[src/rtl/sbw_pkg.sv]
package sbw_pkg;
  localparam int unsigned LANE_W  = 9;
  localparam int unsigned BURST_W = 2;

  function automatic int unsigned lanes_for(input int unsigned dw);
    return dw / LANE_W;
  endfunction
endpackage

[src/rtl/sbw_decode.sv]
module sbw_decode #(
  parameter int unsigned LANES = 2
) (
  input  logic             en_a_n,
  input  logic             en_b_n,
  input  logic             en_c,
  input  logic             cpu_lds_n,
  input  logic             ctl_lds_n,
  input  logic             step_n,
  input  logic             all_wr_n,
  input  logic             lane_wr_n,
  input  logic [LANES-1:0] lane_sel_n,
  input  logic             drv_en_n,
  input  logic             active,
  output logic             load,
  output logic             kill,
  output logic             cont,
  output logic             advance,
  output logic             do_write,
  output logic [LANES-1:0] strb
);
  logic selected;
  logic cpu_take;
  logic ctl_take;
  logic any_take;
  logic lanes_hit;
  logic write_slot;

  always_comb begin
    selected = !en_a_n && !en_b_n && en_c;
    // processor strobe is qualified by the primary enable and wins ties
    cpu_take = !cpu_lds_n && !en_a_n;
    ctl_take = !cpu_take && !ctl_lds_n;
    any_take = cpu_take || ctl_take;

    load    = any_take && selected;
    kill    = any_take && !selected;
    cont    = !any_take && active;
    advance = cont && !step_n;

    if (!all_wr_n)       strb = '1;
    else if (!lane_wr_n) strb = ~lane_sel_n;
    else                 strb = '0;
    lanes_hit = |strb;

    // a processor load never writes; controller load and continuation may
    write_slot = (ctl_take && selected) || cont;
    do_write   = write_slot && drv_en_n && lanes_hit;
  end
endmodule

[src/rtl/sbw_burst.sv]
module sbw_burst #(
  parameter int unsigned ADDR_W = 8
) (
  input  logic              clk,
  input  logic              rst_n,
  input  logic              load,
  input  logic              kill,
  input  logic              cont,
  input  logic              advance,
  input  logic [ADDR_W-1:0] load_addr,
  output logic              active,
  output logic [ADDR_W-1:0] eff_addr
);
  import sbw_pkg::*;

  logic [ADDR_W-1:0]  addr_q;
  logic [BURST_W-1:0] next_lo;

  always_comb begin
    next_lo = addr_q[BURST_W-1:0] + BURST_W'(1);
    if (load)         eff_addr = load_addr;
    else if (advance) eff_addr = {addr_q[ADDR_W-1:BURST_W], next_lo};
    else              eff_addr = addr_q;
  end

  always_ff @(posedge clk) begin
    if (!rst_n) begin
      active <= 1'b0;
      addr_q <= '0;
    end else begin
      if (load)      active <= 1'b1;
      else if (kill) active <= 1'b0;
      if (load || advance) addr_q <= eff_addr;
    end
  end

  // a held continuation keeps the burst address
  p_hold_r6: assert property (@(posedge clk) disable iff (!rst_n)
    (cont && !advance) |=> (addr_q == $past(addr_q)));

  // a step moves only the low two bits, by one, with wrap
  p_step_r7: assert property (@(posedge clk) disable iff (!rst_n)
    advance |=> ((addr_q[BURST_W-1:0] == $past(addr_q[BURST_W-1:0]) + BURST_W'(1))
                 && (addr_q[ADDR_W-1:BURST_W] == $past(addr_q[ADDR_W-1:BURST_W]))));

  // a strobe with a deselecting enable ends the burst
  p_kill_r1: assert property (@(posedge clk) disable iff (!rst_n)
    kill |=> !active);

  // a load replaces the address
  p_load_r8: assert property (@(posedge clk) disable iff (!rst_n)
    load |=> (active && addr_q == $past(load_addr)));
endmodule

[src/rtl/sbw_array.sv]
module sbw_array #(
  parameter int unsigned ADDR_W = 8,
  parameter int unsigned DATA_W = 18,
  parameter int unsigned LANES  = 2
) (
  input  logic              clk,
  input  logic              wr_en,
  input  logic [ADDR_W-1:0] wr_addr,
  input  logic [LANES-1:0]  wr_strb,
  input  logic [DATA_W-1:0] wr_data,
  input  logic [ADDR_W-1:0] rd_addr,
  output logic [DATA_W-1:0] rd_data
);
  import sbw_pkg::*;
  localparam int unsigned DEPTH = 1 << ADDR_W;

  for (genvar g = 0; g < LANES; g++) begin : g_lane
    logic [LANE_W-1:0] bank [DEPTH];

    always_ff @(posedge clk) begin
      if (wr_en && wr_strb[g])
        bank[wr_addr] <= wr_data[g*LANE_W +: LANE_W];
    end

    assign rd_data[g*LANE_W +: LANE_W] = bank[rd_addr];
  end
endmodule

[src/rtl/sbw_front.sv]
module sbw_front #(
  parameter int unsigned ADDR_W = 8,
  parameter int unsigned DATA_W = 18,
  parameter int unsigned LANES  = sbw_pkg::lanes_for(DATA_W)
) (
  input  logic              clk,
  input  logic              rst_n,
  input  logic [ADDR_W-1:0] addr,
  input  logic              en_a_n,
  input  logic              en_b_n,
  input  logic              en_c,
  input  logic              cpu_lds_n,
  input  logic              ctl_lds_n,
  input  logic              step_n,
  input  logic              all_wr_n,
  input  logic              lane_wr_n,
  input  logic [LANES-1:0]  lane_sel_n,
  input  logic              drv_en_n,
  input  logic [DATA_W-1:0] wdata,
  input  logic [ADDR_W-1:0] rd_addr,
  output logic [DATA_W-1:0] rd_data,
  output logic              wr_en,
  output logic [ADDR_W-1:0] wr_addr,
  output logic [LANES-1:0]  wr_strb,
  output logic [DATA_W-1:0] wr_data
);
  logic              load, kill, cont, advance, do_write, active;
  logic [LANES-1:0]  strb;
  logic [ADDR_W-1:0] eff_addr;

  sbw_decode #(.LANES(LANES)) u_decode (
    .en_a_n(en_a_n), .en_b_n(en_b_n), .en_c(en_c),
    .cpu_lds_n(cpu_lds_n), .ctl_lds_n(ctl_lds_n), .step_n(step_n),
    .all_wr_n(all_wr_n), .lane_wr_n(lane_wr_n), .lane_sel_n(lane_sel_n),
    .drv_en_n(drv_en_n), .active(active),
    .load(load), .kill(kill), .cont(cont), .advance(advance),
    .do_write(do_write), .strb(strb)
  );

  sbw_burst #(.ADDR_W(ADDR_W)) u_burst (
    .clk(clk), .rst_n(rst_n), .load(load), .kill(kill), .cont(cont),
    .advance(advance), .load_addr(addr), .active(active), .eff_addr(eff_addr)
  );

  always_ff @(posedge clk) begin
    if (!rst_n) begin
      wr_en   <= 1'b0;
      wr_addr <= '0;
      wr_strb <= '0;
      wr_data <= '0;
    end else begin
      wr_en   <= do_write;
      wr_addr <= eff_addr;
      wr_strb <= do_write ? strb : '0;
      wr_data <= wdata;
    end
  end

  sbw_array #(.ADDR_W(ADDR_W), .DATA_W(DATA_W), .LANES(LANES)) u_array (
    .clk(clk), .wr_en(wr_en), .wr_addr(wr_addr), .wr_strb(wr_strb),
    .wr_data(wr_data), .rd_addr(rd_addr), .rd_data(rd_data)
  );

  // a processor load cycle never writes
  p_cpu_silent_r4: assert property (@(posedge clk) disable iff (!rst_n)
    (!cpu_lds_n && !en_a_n) |=> !wr_en);

  // output drive enabled blocks the write
  p_drive_guard_r9: assert property (@(posedge clk) disable iff (!rst_n)
    !drv_en_n |=> !wr_en);

  // global write fills every lane
  p_global_full_r2: assert property (@(posedge clk) disable iff (!rst_n)
    (wr_en && $past(!all_wr_n)) |-> (wr_strb == '1));

  // a write always carries at least one lane
  p_lane_any_r3: assert property (@(posedge clk) disable iff (!rst_n)
    wr_en |-> (wr_strb != '0));

  // a deselected strobe produces no write
  p_desel_r1: assert property (@(posedge clk) disable iff (!rst_n)
    ((!ctl_lds_n || (!cpu_lds_n && !en_a_n)) && !(!en_a_n && !en_b_n && en_c)) |=> !wr_en);
endmodule

[config.mk]
export PLATFORM = sky130hd
export DESIGN_NAME = sbw_front
export DESIGN_NICKNAME = d
export VERILOG_FILES = /design/src/rtl/sbw_pkg.sv /design/src/rtl/sbw_decode.sv /design/src/rtl/sbw_burst.sv /design/src/rtl/sbw_array.sv /design/src/rtl/sbw_front.sv
export SDC_FILE = /design/constraint.sdc
export NUM_CORES = 2
export LEC_CHECK = 0
export CORE_MARGIN = 3
export CORE_UTILIZATION = 50
export DETAILED_ROUTE_END_ITERATION = 7
export DONT_BUFFER_PORTS = 1
export PLACE_DENSITY = 0.7
export SLEW_MARGIN = 20
export SYNTH_ARGS = -nofsm -noshare
export SYNTH_HDL_FRONTEND = slang
export SYNTH_MEMORY_MAX_BITS = 65536
export SYNTH_SLANG_ARGS = --single-unit
export TNS_END_PERCENT = 20
[constraint.sdc]
create_clock -name clk -period 4.24 [get_ports clk]
set_clock_uncertainty 0.1 [all_clocks]
set_input_delay 0.424 -clock clk [delete_from_list [all_inputs] [get_ports clk]]
set_output_delay 0.424 -clock clk [all_outputs]
set_load 0.05 [all_outputs]
==> results.json <==
{
  "yosysSeqAreaShare_pct": 77.2,
  "grt_pass1_wl_mm": 690,
  "worstHoldPathCells": 3,
  "gr-total-overflow": 0,
  "dp_slack_ps": -2430,
  "crit_family": "buffers and inverters",
  "synth_area_per_cell_um2": 21.1,
  "grt_pass1_vias": 93400,
  "switchingPower_mw": 20.5,
  "reg2reg_slack_ps": 450,
  "crit_path_start_kind": "input port",
  "fmax_mhz": 230,
  "synth.most_common_cell": "edfxtp_1",
  "route.antenna.remaining_nets": 0,
  "worstHoldEndpoint": "wr_addr[2]$_SDFF_PN0_",
  "synthTopCellsByArea": "edfxtp_1 77%, mux4_2 12%, mux2i_1 3.0%",
  "r2r-end": "u_array.g_lane[1].bank[128][5]$_DFFE_PP_",
  "clockPowerShare_pct": 41.4,
  "finalHoldViolations": 0,
  "tightestPinTransition_ps": 1220,
  "sequential_cell_area_um2": 139000,
  "io_buffers": 0,
  "crit_path_cell_trace": "buf_16 > buf_16 > bufbuf_16 > mux2_2 > a221oi_1 > o21ai_0 > buf_4 > nand4_1 > nor4b_2 > buf_4 > nand4_1 > buf_4 > nor3_2 > buf_4 > buf_12",
  "worst_slack_ps": -111,
  "cts_tree": "yes",
  "power.density_nw_per_um2": 457,
  "cts_buffers": 450,
  "crit_type": "input port to primary output",
  "hold_ws_ps": 88.4,
  "timing.final.crit_share_pct": 103,
  "area_growth_pct": 15.7,
  "clkTransAtPathRegs_ps": 70,
  "drtPass1Iterations": 6,
  "ir_drop_uv": 404,
  "first_iter_violations": 14200,
  "static-leakage-power_nw": 68.0,
  "post-route-util_pct": 58.4,
  "ys_ff_latch": 4646,
  "grt_max_degree": 256,
  "intPower_mw": 74.8,
  "viasPerCell": 6.46,
  "antenna_found_initial": 17,
  "crit_cells": 15,
  "finish.net_count": 9455,
  "layoutNonFillerInstCount": 14600,
  "wl_mm": 485,
  "setup_violations": 6,
  "p_sw_share_pct": 21.6,
  "rows": 219,
  "grt.total_usage_pct": 26.1,
  "dieArea_um2": 368000,
  "finalMaxSlewViolations": 0,
  "crit_arrival_ps": 3830,
  "drc": 0,
  "start_util_pct": 50.4,
  "syn_nets": 8579,
  "crit_required_ps": 3720,
  "cts_sinks": 4646,
  "min_path_type": "input port to flop",
  "nFillCells": 24900,
  "cts_root_buf": "clkbuf_16",
  "yosysTopAreaCell": "edfxtp_1",
  "failed_checks": "setup timing",
  "synth_top_area_share_pct": 76.8,
  "cpPeakStageDelay_ps": 340,
  "crit_path_max_fanout": 93,
  "max_slew_margin_pct": 18.7,
  "p_comb_share_pct": 5.4,
  "critPathBufInv": 8,
  "post-dp-hpwl_mm": 273,
  "via_count": 94000,
  "dp_cells": 13600,
  "min_from": "addr[2]",
  "seq_power_share_pct": 53.1,
  "timing.final.crit_period_ps": 4350,
  "syn_area_um2": 180000,
  "core-area_um2": 357000,
  "ys_top_cells_by_count": "4,608 x edfxtp_1, 973 x mux4_2, 606 x nor2_1, 545 x mux2i_1, 247 x clkbuf_1",
  "max_cap_viol_count": 0,
  "postSynth.asyncResetShare_pct": 0,
  "die_w_um": 606,
  "multi_input_area_um2": 38700,
  "synth_edf_count": 4608,
  "wire_per_inst_um": 33.3,
  "worst_skew_pair.late_latency_ps": 1010,
  "rsz0062_at_grt": "yes",
  "setup.worst_path.end_class": "primary output",
  "die_h_um": 606,
  "crit_top_cell": "buf_4",
  "h-tree-depth": 5,
  "drive_above_1_share_pct": 27.8,
  "gp_congestion": 0.843,
  "outcome": "complete, but fails checks",
  "io-pin-count": 94,
  "ys_warn_count": 0,
  "synth_cell_type_count": 61,
  "cts_buffer_depth": 4,
  "synth_cells": 8532,
  "rr_worst_depth": 4,
  "cp_slowest_cell": "o21ai_0",
  "r2r_start": "wr_addr[7]$_SDFF_PN0_",
  "synth_ff_type": "edfxtp_1"
}
-- worst register-to-register path, stage by stage, from the launching register on --
cell	delay, ps
dfxtp_1	1090
nor2b_1	310
buf_4	220
nand2_1	540
nor2_1	1100
-- power groups by stage --
stage	combinational, mW	clock, mW	sequential, mW
after floorplan	2.50	0	52.0
after detailed placement	4.71	0	51.6
after CTS	5.07	39.8	50.6
final	5.19	39.5	50.6
after global placement	4.42	0	51.6
after global routing	5.39	41.6	50.6
-- registers in the layout, summed over array words and instances (netlist names) --
signal / count
wr_strb: 2
u_burst.active: 1
wr_en: 1
wr_data: 18
wr_addr: 8
u_array.g_lane.bank: 4608
u_burst.addr_q: 8
-- cell usage in the layout, fill, tap and decap left out, drive strengths merged, types with 33 or more instances in the layout --
cell,Yosys,routed
o221ai,187,187
mux4,973,973
clkinv,0,215
a21oi,89,89
nand2,111,111
nand3,33,33
o22ai,158,158
a22oi,48,48
nor3,108,108
edfxtp,4608,4608
buf,286,861
o21ai,76,76
mux2i,545,545
bufinv,0,42
clkbuf,247,559
mux2,87,87
dfxtp,38,38
a221oi,60,60
nor2,606,606
dlygate4sd3,0,53
-- cell type report --
cell class	count	area share (%)
Sequential cell	4646	66.8
Multi-Input combinational cell	3348	18.6
Clock buffer	548	5.60
Timing Repair Buffer	957	4.81
Tap cell	4751	2.85
Clock inverter	283	1.36
Antenna cell	28	0.0336
Inverter	5	0.0174
-- per-stage QoR --
| step | TNS, ps | power [mW] | cell area (µm²) |
|---|---|---|---|
| 3_3_place_gp | -28710 | 56.0 | 191000 |
| 4_1_cts | -197 | 95.5 | 208000 |
| 3_5_place_dp | -36690 | 56.3 | 191000 |
| 5_1_grt | -343 | 97.6 | 208000 |
| 2_1_floorplan | -1114500 | 54.5 | 180000 |
| 6_report | -293 | 95.3 | 209000 |
-- per-layer routing --
| layer | up-vias | global-route usage, % | share of wire (%) |
|---|---|---|---|
| met1 | 49400 | 36.2 | 37 |
| met5 | - | 0 | 0 |
| li1 | 37600 | - | - |
| met4 | 0 | 10.5 | 4.6 |
| met3 | 1034 | 5.41 | 11 |
| met2 | 5950 | 40.8 | 47 |
-- logic make-up (layout without fill, tap and decap cells) --
kind of cell    count (synthesis)  in the layout  synth area share [%]
mux                          1605           1605                  15.7
buf+inv                       538           1793                  1.67
xor+xnor                        2              2               0.00972
compound gates                721            721                  2.90
other cells                     0             28                     0
flops                        4646           4646                  77.2
simple gates                 1020           1020                  2.47
-- worst max-delay path by stage --
stage	from	end
6_report	rd_addr[0]	rd_data[2]
5_1_grt	rd_addr[0]	rd_data[17]
4_1_cts	rd_addr[1]	rd_data[12]
3_5_place_dp	rd_addr[1]	rd_data[17]
3_3_place_gp	rd_addr[0]	rd_data[17]
2_1_floorplan	wr_data[9]$_SDFF_PN0_	u_array.g_lane[1].bank[0][0]$_DFFE_PP_
-- what timing repair did --
action	in CTS	in global routing
buffers inserted	10	15
endpoints found under the setup margin	18	18
gates cloned	44	11
hold buffers	53	0
resized for setup	43	49
hold endpoints to repair	38	0
pin swaps	6	21
No activity file was read; power rests on OpenSTA's default activity.
